File: src/rtl/uart_rx_pkg.sv
`timescale 1ns/1ps
package uart_rx_pkg;
  localparam int WORD_W   = 16;
  localparam int DATA_W   = 9;
  localparam int PERR_POS = 14;
  localparam int FERR_POS = 15;

  typedef logic [WORD_W-1:0] rx_word_t;

  typedef enum logic [2:0] {
    S_IDLE, S_START, S_DATA, S_PAR, S_STOP, S_SKIP, S_HOLD
  } rx_state_e;

  function automatic rx_word_t pack_word(input logic [DATA_W-1:0] d,
                                         input logic pe, input logic fe);
    rx_word_t w;
    w = '0;
    w[DATA_W-1:0] = d;
    w[PERR_POS]   = pe;
    w[FERR_POS]   = fe;
    return w;
  endfunction
endpackage

File: src/rtl/uart_rx_sync.sv
`timescale 1ns/1ps
module uart_rx_sync #(
  parameter int STAGES = 2
) (
  input  logic clk,
  input  logic rst_n,
  input  logic d,
  output logic q
);
  logic [STAGES-1:0] pipe_q;

  always_ff @(posedge clk or negedge rst_n) begin
    if (!rst_n) pipe_q <= '1;
    else        pipe_q <= {pipe_q[STAGES-2:0], d};
  end

  assign q = pipe_q[STAGES-1];
endmodule

File: src/rtl/uart_rx_frame.sv
`timescale 1ns/1ps
module uart_rx_frame
  import uart_rx_pkg::*;
#(
  parameter int OS_RATE = 16
) (
  input  logic       clk,
  input  logic       rst_n,
  input  logic       enable,
  input  logic       tick,
  input  logic       line,
  input  logic [3:0] cfg_dbits,
  input  logic [1:0] cfg_par,
  input  logic       cfg_stop2,
  output logic       done,
  output rx_word_t   word
);
  localparam int CW   = $clog2(OS_RATE);
  localparam int HALF = OS_RATE / 2;
  localparam int BW   = $clog2(DATA_W + 1);
  localparam logic [CW-1:0] OS_LAST = CW'(OS_RATE - 1);
  localparam logic [CW-1:0] OS_MID  = CW'(HALF - 1);

  rx_state_e         state_q;
  logic [CW-1:0]     os_q;
  logic [BW-1:0]     bit_q;
  logic [BW-1:0]     nbits;
  logic [4:0]        want;
  logic [DATA_W-1:0] data_q;
  logic              acc_q;
  logic              par_on;

  assign want   = {1'b0, cfg_dbits} + 5'd3;
  assign par_on = cfg_par[1];

  always_comb begin
    if (want < 5'd5)                 nbits = BW'(5);
    else if (want > 5'(DATA_W))      nbits = BW'(DATA_W);
    else                             nbits = want[BW-1:0];
  end

  always_ff @(posedge clk or negedge rst_n) begin
    if (!rst_n) begin
      state_q <= S_IDLE;
      os_q    <= '0;
      bit_q   <= '0;
      data_q  <= '0;
      acc_q   <= 1'b0;
      done    <= 1'b0;
      word    <= '0;
    end else begin
      done <= 1'b0;
      if (!enable) begin
        state_q <= S_IDLE;
        os_q    <= '0;
      end else if (tick) begin
        case (state_q)
          S_IDLE: begin
            if (!line) begin
              state_q <= S_START;
              os_q    <= '0;
            end
          end
          S_START: begin
            if (os_q == OS_MID) begin
              os_q <= '0;
              if (!line) begin
                state_q <= S_DATA;
                bit_q   <= '0;
                data_q  <= '0;
                acc_q   <= 1'b0;
              end else begin
                state_q <= S_IDLE;
              end
            end else begin
              os_q <= os_q + 1'b1;
            end
          end
          S_DATA: begin
            if (os_q == OS_LAST) begin
              os_q          <= '0;
              data_q[bit_q] <= line;
              acc_q         <= acc_q ^ line;
              if (bit_q == nbits - 1'b1) state_q <= par_on ? S_PAR : S_STOP;
              else                       bit_q   <= bit_q + 1'b1;
            end else begin
              os_q <= os_q + 1'b1;
            end
          end
          S_PAR: begin
            if (os_q == OS_LAST) begin
              os_q    <= '0;
              acc_q   <= acc_q ^ line;
              state_q <= S_STOP;
            end else begin
              os_q <= os_q + 1'b1;
            end
          end
          S_STOP: begin
            if (os_q == OS_LAST) begin
              os_q    <= '0;
              done    <= 1'b1;
              word    <= pack_word(data_q, par_on & (acc_q ^ cfg_par[0]), ~line);
              state_q <= cfg_stop2 ? S_SKIP : S_HOLD;
            end else begin
              os_q <= os_q + 1'b1;
            end
          end
          S_SKIP: begin
            if (os_q == OS_LAST) begin
              os_q    <= '0;
              state_q <= S_HOLD;
            end else begin
              os_q <= os_q + 1'b1;
            end
          end
          S_HOLD: begin
            if (line) state_q <= S_IDLE;
          end
          default: state_q <= S_IDLE;
        endcase
      end
    end
  end


  perr_needs_parity_chk: assert property (@(posedge clk) disable iff (!rst_n)
    (done && !cfg_par[1]) |-> !word[PERR_POS]);


  no_frame_when_off_chk: assert property (@(posedge clk) disable iff (!rst_n)
    !enable |=> !done);


  start_needs_tick_chk: assert property (@(posedge clk) disable iff (!rst_n)
    (state_q == S_IDLE && !tick) |=> state_q == S_IDLE);
endmodule

File: src/rtl/uart_rx_fifo.sv
`timescale 1ns/1ps
module uart_rx_fifo #(
  parameter int WIDTH = 16,
  parameter int DEPTH = 2
) (
  input  logic             clk,
  input  logic             rst_n,
  input  logic             wr,
  input  logic [WIDTH-1:0] wdata,
  input  logic             rd,
  output logic [WIDTH-1:0] head,
  output logic             nonempty,
  output logic             full
);
  localparam int AW = (DEPTH > 1) ? $clog2(DEPTH) : 1;
  localparam int CW = $clog2(DEPTH + 1);
  localparam logic [AW-1:0] PTR_LAST = AW'(DEPTH - 1);
  localparam logic [CW-1:0] CNT_FULL = CW'(DEPTH);

  logic [WIDTH-1:0] mem_q [DEPTH];
  logic [AW-1:0]    wp_q, rp_q;
  logic [CW-1:0]    cnt_q;
  logic             do_rd, do_wr;

  assign nonempty = (cnt_q != '0);
  assign full     = (cnt_q == CNT_FULL);
  assign do_rd    = rd && nonempty;
  assign do_wr    = wr && (!full || do_rd);
  assign head     = mem_q[rp_q];

  function automatic logic [AW-1:0] bump(input logic [AW-1:0] p);
    return (p == PTR_LAST) ? '0 : p + 1'b1;
  endfunction

  always_ff @(posedge clk or negedge rst_n) begin
    if (!rst_n) begin
      wp_q  <= '0;
      rp_q  <= '0;
      cnt_q <= '0;
      for (int i = 0; i < DEPTH; i++) mem_q[i] <= '0;
    end else begin
      if (do_wr) begin
        mem_q[wp_q] <= wdata;
        wp_q        <= bump(wp_q);
      end
      if (do_rd) rp_q <= bump(rp_q);
      case ({do_wr, do_rd})
        2'b10:   cnt_q <= cnt_q + 1'b1;
        2'b01:   cnt_q <= cnt_q - 1'b1;
        default: cnt_q <= cnt_q;
      endcase
    end
  end


  fill_bound_chk: assert property (@(posedge clk) disable iff (!rst_n)
    cnt_q <= CNT_FULL);


  full_drop_chk: assert property (@(posedge clk) disable iff (!rst_n)
    (full && wr && !rd) |=> (full && $stable(head)));
endmodule

File: src/rtl/uart_rx_tagged.sv
`timescale 1ns/1ps
module uart_rx_tagged
  import uart_rx_pkg::*;
#(
  parameter int OS_RATE = 16,
  parameter int DEPTH   = 2
) (
  input  logic        clk,
  input  logic        rst_n,
  input  logic        os_tick,
  input  logic        rxd,
  input  logic [3:0]  cfg_dbits,
  input  logic [1:0]  cfg_par,
  input  logic        cfg_stop2,
  input  logic        cmd_en,
  input  logic        cmd_dis,
  output logic [15:0] rx_word,
  output logic        rx_valid,
  input  logic        rx_ready,
  output logic        ovf_flag,
  input  logic        ovf_clr
);
  logic     line_s;
  logic     on_q;
  logic     frame_done;
  rx_word_t frame_word;
  logic     fifo_full;
  logic     pop;

  assign pop = rx_valid && rx_ready;

  uart_rx_sync #(.STAGES(2)) sync_i (
    .clk(clk), .rst_n(rst_n), .d(rxd), .q(line_s)
  );

  always_ff @(posedge clk or negedge rst_n) begin
    if (!rst_n)       on_q <= 1'b0;
    else if (cmd_dis) on_q <= 1'b0;
    else if (cmd_en)  on_q <= 1'b1;
  end

  uart_rx_frame #(.OS_RATE(OS_RATE)) frame_i (
    .clk(clk), .rst_n(rst_n), .enable(on_q), .tick(os_tick), .line(line_s),
    .cfg_dbits(cfg_dbits), .cfg_par(cfg_par), .cfg_stop2(cfg_stop2),
    .done(frame_done), .word(frame_word)
  );

  uart_rx_fifo #(.WIDTH(WORD_W), .DEPTH(DEPTH)) fifo_i (
    .clk(clk), .rst_n(rst_n), .wr(frame_done), .wdata(frame_word),
    .rd(pop), .head(rx_word), .nonempty(rx_valid), .full(fifo_full)
  );

  always_ff @(posedge clk or negedge rst_n) begin
    if (!rst_n)                                   ovf_flag <= 1'b0;
    else if (frame_done && fifo_full && !pop)     ovf_flag <= 1'b1;
    else if (ovf_clr)                             ovf_flag <= 1'b0;
  end


  hold_word_chk: assert property (@(posedge clk) disable iff (!rst_n)
    (rx_valid && !rx_ready) |=> (rx_valid && $stable(rx_word)));


  ovf_cause_chk: assert property (@(posedge clk) disable iff (!rst_n)
    $rose(ovf_flag) |-> $past(frame_done && fifo_full && !pop));


  ovf_sticky_chk: assert property (@(posedge clk) disable iff (!rst_n)
    (ovf_flag && !ovf_clr) |=> ovf_flag);
endmodule

File: config.mk
export PLATFORM = sky130hd
export DESIGN_NAME = uart_rx_tagged
export DESIGN_NICKNAME = d
export VERILOG_FILES = /design/src/rtl/uart_rx_pkg.sv /design/src/rtl/uart_rx_sync.sv /design/src/rtl/uart_rx_frame.sv /design/src/rtl/uart_rx_fifo.sv /design/src/rtl/uart_rx_tagged.sv
export SDC_FILE = /design/constraint.sdc
export NUM_CORES = 1
export LEC_CHECK = 0
export CORE_ASPECT_RATIO = 0.5
export CORE_MARGIN = 4
export CORE_UTILIZATION = 55
export DETAILED_ROUTE_END_ITERATION = 8
export GPL_TIMING_DRIVEN = 0
export PLACE_DENSITY_LB_ADDON = 0.15
export SLEW_MARGIN = 25
export SYNTH_ARGS = -nofsm -noshare
export SYNTH_HDL_FRONTEND = slang
export SYNTH_SLANG_ARGS = --single-unit
File: constraint.sdc
create_clock -name clk -period 4.4 [get_ports clk]
set_input_delay 0.44 -clock clk [delete_from_list [all_inputs] [get_ports clk]]
set_output_delay 0.44 -clock clk [all_outputs]
set_load 0.005 [all_outputs]
* Word-level counts from Yosys, hierarchy flattened
Cells that the tools add are included.
** Storage, ports and cells
- Bits of input ports :: 15
- Output and inout bits :: 18
- Flip-flop bits (word level) :: 73
- Logic and storage cells :: 142
** Cells by class
- Magnitude comparators :: 7
- Bitwise operators :: 6
- Mux-type cells :: 54
- Add/subtract/negate cells :: 8
- Reductions and logical operators :: 25
- Equal/unequal tests :: 27
** Operator list (number)
- two-way mux 16 bit :: 4
- two-way mux 4 bit :: 10
- two-way mux 3 bit :: 11
- bitwise mux 32 bit :: 1
- two-way mux 9 bit :: 3
- one-hot mux 3 bit (7 select lines) :: 1
- inequality test 3 x 2 -> 1 bit, second input constant :: 6
- one-hot mux 9 bit (2 select lines) :: 1
- demux 16 bit (select 1 bit) :: 1
- two-way mux 1 bit :: 14
- one-hot mux 4 bit (3 select lines) :: 1
- AND reduction 6 bit :: 2
- nonzero test 2 bit :: 6
- bitwise mux 9 bit :: 1
- == test 3 bit, second input constant :: 3
- AND reduction 9 bit :: 1
- adder 4 x 1 -> 4 bit, second input constant :: 2
- one-hot mux 4 bit (2 select lines) :: 1
- logical AND 1 bit :: 7
- AND reduction 7 bit :: 1
- == test 3 x 2 -> 1 bit, second input constant :: 2
- inequality test 2 x 1 -> 1 bit, second input constant :: 3
- inequality test 2 bit, second input constant :: 3
- inequality test 3 bit, second input constant :: 2
- 33 further kinds :: 40

* Depth between registers and ports, before layout
Gate-level depths: netlist of run 1.
- Depth after elaboration :: 11
- Gate-level depth with buffers :: 14
- Depth with buffers taken out :: 13

* Modules after synthesis
From an unflattened synthesis of run 1, not the netlist that was laid out.
** Second synthesis, totals
- Cell total of the unflattened synthesis :: 366
- Area, all modules :: 3923.8 um^2
** By module, submodules not included
- uart_rx_frame :: area each 2127.0 um^2, sequential area each 825.8 um^2, times used 1, cells an instance 253
- uart_rx_fifo :: area each 1657.8 um^2, sequential area each 900.9 um^2, times used 1, cells an instance 103
- uart_rx_tagged :: area each 86.3 um^2, sequential area each 50.0 um^2, times used 1, cells an instance 8
- uart_rx_sync :: area each 52.6 um^2, sequential area each 52.6 um^2, times used 1, cells an instance 2

* Worst setup path after synthesis of run 1
OpenSTA, ideal clock, no wires.
- Kind :: input to register
- From :: in cfg_dbits[0]
- To :: reg frame_i.state_q[2]
- Arrival :: 3036 ps
- Cell stages on the path :: 14
- Path slack :: 1286 ps
- Required time :: 4322 ps
- Setup time :: 78 ps
- Path buffers :: 1
- Cell sequence :: inv_1 -> ha_1 -> buf_4 -> or3b_1 -> a221oi_2 -> o31ai_2 -> inv_1 -> ha_1 -> xnor2_1 -> xnor2_1 -> and4b_1 -> a31oi_1 -> or4_1 -> a21boi_1
** Between the ends
- Cells in the longest elaborated chain, start to end :: 8
- Elaborated cells between the ends (all ways) :: 9
- Classes of those cells :: add/sub (2); order compare (2); eq/ne (2); mux (2); reduce/logical (1)
** Ends and longest elaborated chain
- start, declared :: RTL line uart_rx_tagged.sv:12 : input logic [3:0] cfg_dbits,
- adder 4 x 2 -> 5 bit (*) :: RTL line uart_rx_frame.sv:33 : assign want = {1'b0, cfg_dbits} + 5'd3;
- greater-than comparator 5 x 4 -> 1 bit :: RTL line uart_rx_frame.sv:38 : else if (want > 5'(DATA_W)) nbits = BW'(DATA_W);
- two-way mux 4 bit :: RTL line uart_rx_frame.sv:38
- two-way mux 4 bit (*) :: RTL line uart_rx_frame.sv:37 : if (want < 5'd5) nbits = BW'(5);
- subtractor 4 x 1 -> 4 bit (*) :: RTL line uart_rx_frame.sv:84 : if (bit_q == nbits - 1'b1) state_q <= par_on ? S_PAR : S_STOP;
- == test 4 bit (*) :: RTL line uart_rx_frame.sv:84
- inequality test 3 x 2 -> 1 bit (no source line) (*)
- AND reduction 9 bit (no source line) (*)
- end signal, assigned :: RTL line uart_rx_frame.sv:84
- end signal, assigned :: RTL line uart_rx_frame.sv:104 : state_q <= cfg_stop2 ? S_SKIP : S_HOLD;
- end, declared :: RTL line uart_rx_frame.sv:24 : rx_state_e state_q;
Every way passes the cells marked *; elsewhere a longest branch is shown, timed or not.
A chain may end at the register's enable or synchronous reset.

* Worst setup path after layout of run 1
Ends and elaborated chain as after synthesis.

==> flow_metrics.tcl, run 1 <==
set metrics [dict create \
    fmax_ghz 0.267 \
    finalCriticalPeriod_ns 3.75 \
    ant_nets 0 \
    grt_usage 0.197 \
    fin_nets 387 \
    fill_cells 433 \
    cts_setup_buffers 0 \
    power_frac_clock 0.466 \
    synth_cell_types 54 \
    grt_overflow 0 \
    syn_inst 321 \
    grt_pass1_vias 2498 \
    fin_cells 441 \
    hold_buffers 0 \
    synth_top_area_cell "dfrtp_1" \
    dp.cells 425 \
    grt_max_degree 41 \
    fin_crit_sh 0.852 \
    cts_root_buf "clkbuf_16" \
    p_leak_nw 1.94 \
    hp-class "input pin to async pin" \
    power_frac_comb 0.114 \
    p_total_mw 1.46 \
    clk_pin_slew_ns 0.05 \
    grt_pass1_wl_mm 11.7 \
    post_drt_wl_per_cell_um 14.9 \
    synth_top_area_frac 0.454 \
    synth.avg_cell_area_um2 10.5 \
    status "finished clean" \
    drt-initial-drc-count 108 \
    internal_power_mw 1.10 \
    vias 2457 \
    utilization 0.707 \
    antenna_cells 0 \
    hold_viol_final 0 \
    synth_seq_area_share 0.470 \
    die_h_um 63.3 \
    synthArstFlopShare 1.00 \
    cts-htree-levels 3 \
    crit_type "input pin to flop" \
    start_util 0.589 \
    yosys_register_bits 63 \
    swShare 0.246 \
    die-width_um 119 \
    netlist_area_mm2 0.00336 \
    drive_gt1_frac 0.217 \
    cts.sinks 63 \
    worst_slew_pin_slew_ns 0.847 \
    finalWirelength_mm 6.59 \
    cp.required_ns 4.65 \
    ctsResizeCount 0 \
    cts_tree "done" \
    rows 19 \
    post-dp-hpwl_mm 4.77 \
    power_density_mw_per_mm2 361 \
    dominantRegCellSynth "dfrtp_1" \
    worstSkewPairLatency_ns 0.32 \
    critPathMaxFanout 8 \
    max-cap-violations 0 \
    ys_warn_count 0 \
    placed_area_mm2 0.00374 \
    fin_setup_tns_ns 0 \
    first_pass_iters 4 \
    port-buffer-count 26 \
    relSlewSlack 0.430 \
    final_area_mm2 0.00404 \
    finClkSkew_ns 0.00673 \
    end_kind "flop" \
    synth_edf_count 0 \
    drcViolationCount 0 \
    io_pins 33 \
    p_seq_frac 0.420 \
    p_sw_mw 0.359 \
    antenna_found_initial 0 \
    rsz0062_at_grt "no" \
    cts_buffers 9 \
    vdd_drop_max_v 0.000210 \
    coreArea_mm2 0.00571 \
    synthTopCellsByArea "dfrtp_1 (45%), mux2_2 (14%), ha_1 (3.4%)" \
    gp_congestion 0.844 \
    report.final.setup_viol 0 \
    dieArea_mm2 0.00750 \
    via_per_inst 5.57 \
    critPathArrivalTime_ns 4.00 \
    slew_violations 0 \
    clock_tree.buffer_depth 2 \
    start_kind "input pin" \
    syn2layout_area_growth_pct 20.1 \
]
==> layout by cell type (no fill, tap or decap), drive strengths merged, types with 9 or more instances in the layout <==
cell	n
nand3	10
o21ai	22
nor2	10
inv	20
clkbuf	14
clkdlybuf4s50	25
a21oi	22
dfrtp	61
mux2	41
nor3	9
buf	16
nand2	30
ha	9
==> layout make-up <==
class,instances,area (µm²),area share
inverters,20,75.1,0.0186
multi-input cells,224,1600,0.397
flip-flops and latches,63,1580,0.391
well taps,73,91.3,0.0226
clock inverters,6,61.3,0.0152
plain buffers,18,120,0.0298
clock buffers,10,229,0.0567
repair buffers,27,278,0.0688
==> cell usage after synthesis, types with 2 or more instances <==
cell type  instances
or2_2              2
o21ai_0           22
nor3b_1            2
nor2_1            10
nor3_1             9
clkbuf_1           4
nand2_1           30
xor2_1             4
nor3b_2            2
o22ai_1            2
and3_1             3
o21a_1             2
nor4_1             3
buf_1              3
or3_1              3
dfstp_2            2
nor2b_1            3
xnor2_1            5
ha_1               9
buf_6              3
o2111ai_1          2
a21oi_1           22
a21boi_0           3
nand3_1           10
dfrtp_1           61
mux2_2            41
inv_1             20
buf_4              8
and2_1             2
mux2i_1            4
nand3b_1           2
==> worst max-delay path, cell delays in order <==
cell and delay [ns]:
clkdlybuf4s50_1 0.62, inv_1 0.10, ha_1 0.20, buf_4 0.15
or3b_1 0.37, a221oi_2 0.32, o31ai_2 0.16, inv_1 0.08
ha_1 0.16, xnor2_1 0.14, xnor2_1 0.14, and4b_1 0.27
a31oi_1 0.17, or4_1 0.52, a21boi_1 0.15
==> power by group through the flow <==
stage               logic, mW  registers [mW]  clock network [mW]
floorplan               0.112           0.617                   0
global placement        0.155           0.621                   0
detailed placement      0.164           0.621                   0
CTS                     0.166           0.611               0.697
global route            0.190           0.614               0.732
finish                  0.166           0.612               0.680
==> path summary, 6_finish.rpt <==
| check | start | to | slack [ns] | cells past startpoint |
|---|---|---|---|---|
| max reg2reg | frame_i.os_q[0]$_DFFE_PN0P_ | frame_i.word[5]$_DFFE_PN0P_ | 1.73 | 6 |
| max | cfg_dbits[0] | frame_i.state_q[2]$_DFFE_PN0P_ | 0.65 | 15 |
| min in group clk | sync_i.pipe_q[0]$_DFF_PN1_ | sync_i.pipe_q[1]$_DFF_PN1_ | 0.35 | 0 |
| min reg2reg | sync_i.pipe_q[0]$_DFF_PN1_ | sync_i.pipe_q[1]$_DFF_PN1_ | 0.35 | 0 |
| max in group asynchronous | rst_n | sync_i.pipe_q[0]$_DFF_PN1_ | 3.82 | 2 |
| min | rst_n | frame_i.word[7]$_DFFE_PN0P_ | 0.02 | 1 |
==> registers in the layout, summed over array words and instances (netlist names), 2 cells and up <==
signal           count
frame_i.bit_q        4
fifo_i.mem_q        22
frame_i.state_q      3
sync_i.pipe_q        2
frame_i.word        11
frame_i.os_q         4
frame_i.data_q       9
fifo_i.cnt_q         2
==> cell families (layout without fill, tap and decap cells) <==
| kind of cell | Yosys count | after routing | synth area share |
|---|---|---|---|
| other | 1 | 5 | 0.00112 |
| AND/OR/NAND/NOR | 88 | 88 | 0.136 |
| flip-flops | 63 | 63 | 0.470 |
| buffers and inverters | 38 | 81 | 0.0581 |
| AO/OA/AOI/OAI | 67 | 67 | 0.124 |
| adder cells (fa/ha/maj) | 9 | 9 | 0.0335 |
| XOR/XNOR | 10 | 10 | 0.0283 |
| multiplexers | 45 | 45 | 0.149 |
==> routing by layer <==
layer,share of wire,vias to the layer above,GRT usage
met1,0.48,1188,0.249
met4,0.0085,0,0.0649
met5,0,-,0
met2,0.46,52,0.311
met3,0.049,6,0.0786
li1,-,1211,-
==> metrics by stage <==
step / setup slack [ns] / hold slack [ns]
global placement: 0.468 / 0.347
global route: 0.481 / 0.0255
finish: 0.652 / 0.0154
CTS: 0.651 / 0.0149
detailed placement: 0.310 / 0.347
floorplan: 1.29 / 0.144
Power figures use the tool's default switching activity.
==> inputs of run 2 (changes only) <==
- CELL_PAD_IN_SITES_DETAIL_PLACEMENT: not set -> 0
- CELL_PAD_IN_SITES_GLOBAL_PLACEMENT: not set -> 2
- CORE_UTILIZATION: 55 -> 40
==> flow_metrics.tcl, run 2 (synthesis results as in run 1) <==
set metrics [dict create \
    coreArea_mm2 0.00809 \
    layout_common_cells "dfrtp_1 (61), mux2_2 (41), nand2_1 (30), clkdlybuf4s50_1 (25)" \
    drcViolationCount 0 \
    finalCriticalPeriod_ns 3.75 \
    port-buffer-count 26 \
    cp.required_ns 4.65 \
    io_pins 33 \
    slew_violations 0 \
    ant_nets 0 \
    die_h_um 72.8 \
    via_per_inst 5.09 \
    holdPathStages 0 \
    hold_buffers 1 \
    die-width_um 138 \
    worstSkewPairLatency_ns 0.33 \
    relSlewSlack 0.437 \
    fin_nets 388 \
    drt-initial-drc-count 126 \
    clock_tree.buffer_depth 2 \
    grt_max_degree 56 \
    clk_pin_slew_ns 0.05 \
    fmax_ghz 0.267 \
    antenna_found_initial 0 \
    final_common_cell "dfrtp_1" \
    reg_top3 "fifo_i.mem_q: 22 flops, frame_i.word: 11 flops, frame_i.data_q: 9 flops" \
    r2r_cells 6 \
    end_kind "flop" \
    start_kind "input pin" \
    regMostFlops "fifo_i.mem_q" \
    grt_overflow 0 \
    cts-htree-levels 3 \
    post-dp-hpwl_mm 4.98 \
    syn2layout_area_growth_pct 22.6 \
    grt_pass1_wl_mm 11.9 \
    largest_reg_flops 22 \
    antenna_cells 0 \
    rows 23 \
    status "finished clean" \
    cts_root_buf "clkbuf_16" \
    crit_type "input pin to flop" \
    hold_viol_final 0 \
    report.final.setup_viol 0 \
    first_pass_iters 5 \
    rsz0062_at_grt "no" \
    gp_congestion 0.733 \
    grt_usage 0.155 \
    start_util 0.416 \
    placed_area_mm2 0.00380 \
    power_density_mw_per_mm2 364 \
    grt_pass1_vias 2464 \
    drive_gt1_frac 0.217 \
    cts_tree "done" \
    vdd_drop_max_v 0.000175 \
    critPathArrivalTime_ns 4.00 \
    ctsResizeCount 0 \
    final_area_mm2 0.00412 \
    cts_buffers 9 \
    post_drt_wl_per_cell_um 14.4 \
    p_leak_nw 1.95 \
    cts_setup_buffers 0 \
    cts.sinks 63 \
    max-cap-violations 0 \
    finalWirelength_mm 6.91 \
    hp-class "flop to flop" \
    finClkSkew_ns 0.00634 \
    fin_setup_tns_ns 0 \
    dieArea_mm2 0.0100 \
    vias 2446 \
    fin_crit_sh 0.852 \
    critPathMaxFanout 8 \
    worst_slew_pin_slew_ns 0.837 \
]
-- run 2: changes by cell type in the layout (fill, tap and decap cells not counted) --
cell | before | now
clkinv_2 | 3 | 0
clkbuf_8 | 0 | 2
buf_12 | 1 | 0
buf_16 | 0 | 1
clkinvlp_4 | 1 | 2
dlygate4sd3_1 | 0 | 1
-- run 2: cell type report --
type / count / area, µm²
Inverter: 20 / 75.1
Multi-Input combinational cell: 224 / 1600
Tap cell: 112 / 140
Sequential cell: 63 / 1580
Clock inverter: 4 / 53.8
Fill cell: 748 / 3970
Timing Repair Buffer: 28 / 295
Clock buffer: 12 / 256
Buffer: 18 / 120
-- run 2: stage by stage --
step,power (mW),util,setup slack [ns],hold WS [ns],instances
after floorplan,0.729,-,1.29,0.144,325
after global placement,0.783,0.467,0.400,0.347,463
after detailed placement,0.790,0.470,0.283,0.289,464
after CTS,1.52,0.510,0.624,0.359,481
after global routing,1.58,0.510,0.448,0.362,481
final,1.50,0.510,0.651,0.354,481
-- run 2: worst max-delay path: stages --
cell and delay (ns):
clkdlybuf4s50_1 0.63, inv_1 0.11, ha_1 0.20, buf_4 0.16
or3b_1 0.37, a221oi_2 0.32, o31ai_2 0.16, inv_1 0.08
ha_1 0.16, xnor2_1 0.13, xnor2_1 0.13, and4b_1 0.26
a31oi_1 0.17, or4_1 0.53, a21boi_1 0.14
-- run 2: power by group --
part / internal (mW) / switching (mW) / total (mW)
clock: 0.470 / 0.251 / 0.720
sequential: 0.595 / 0.0183 / 0.613
combinational: 0.0698 / 0.0980 / 0.168
-- run 2: metal layers --
| metal | track usage | share of wire |
|---|---|---|
| met1 | 0.205 | 0.50 |
| met2 | 0.245 | 0.44 |
| met3 | 0.0510 | 0.053 |
| met4 | 0.0431 | 0.0056 |
| met5 | 0 | 0 |
-- run 2: path summary, 6_finish.rpt --
path                       slack (ns)                   startpoint                        endpoint
min reg2reg                      0.35   sync_i.pipe_q[0]$_DFF_PN1_      sync_i.pipe_q[1]$_DFF_PN1_
min in group asynchronous        0.50                        rst_n     frame_i.os_q[1]$_DFFE_PN0P_
min                              0.35   sync_i.pipe_q[0]$_DFF_PN1_      sync_i.pipe_q[1]$_DFF_PN1_
max in group asynchronous        3.36                        rst_n      sync_i.pipe_q[0]$_DFF_PN1_
max                              0.65                 cfg_dbits[0]  frame_i.state_q[2]$_DFFE_PN0P_
max reg2reg                      1.68  frame_i.os_q[0]$_DFFE_PN0P_     frame_i.word[4]$_DFFE_PN0P_
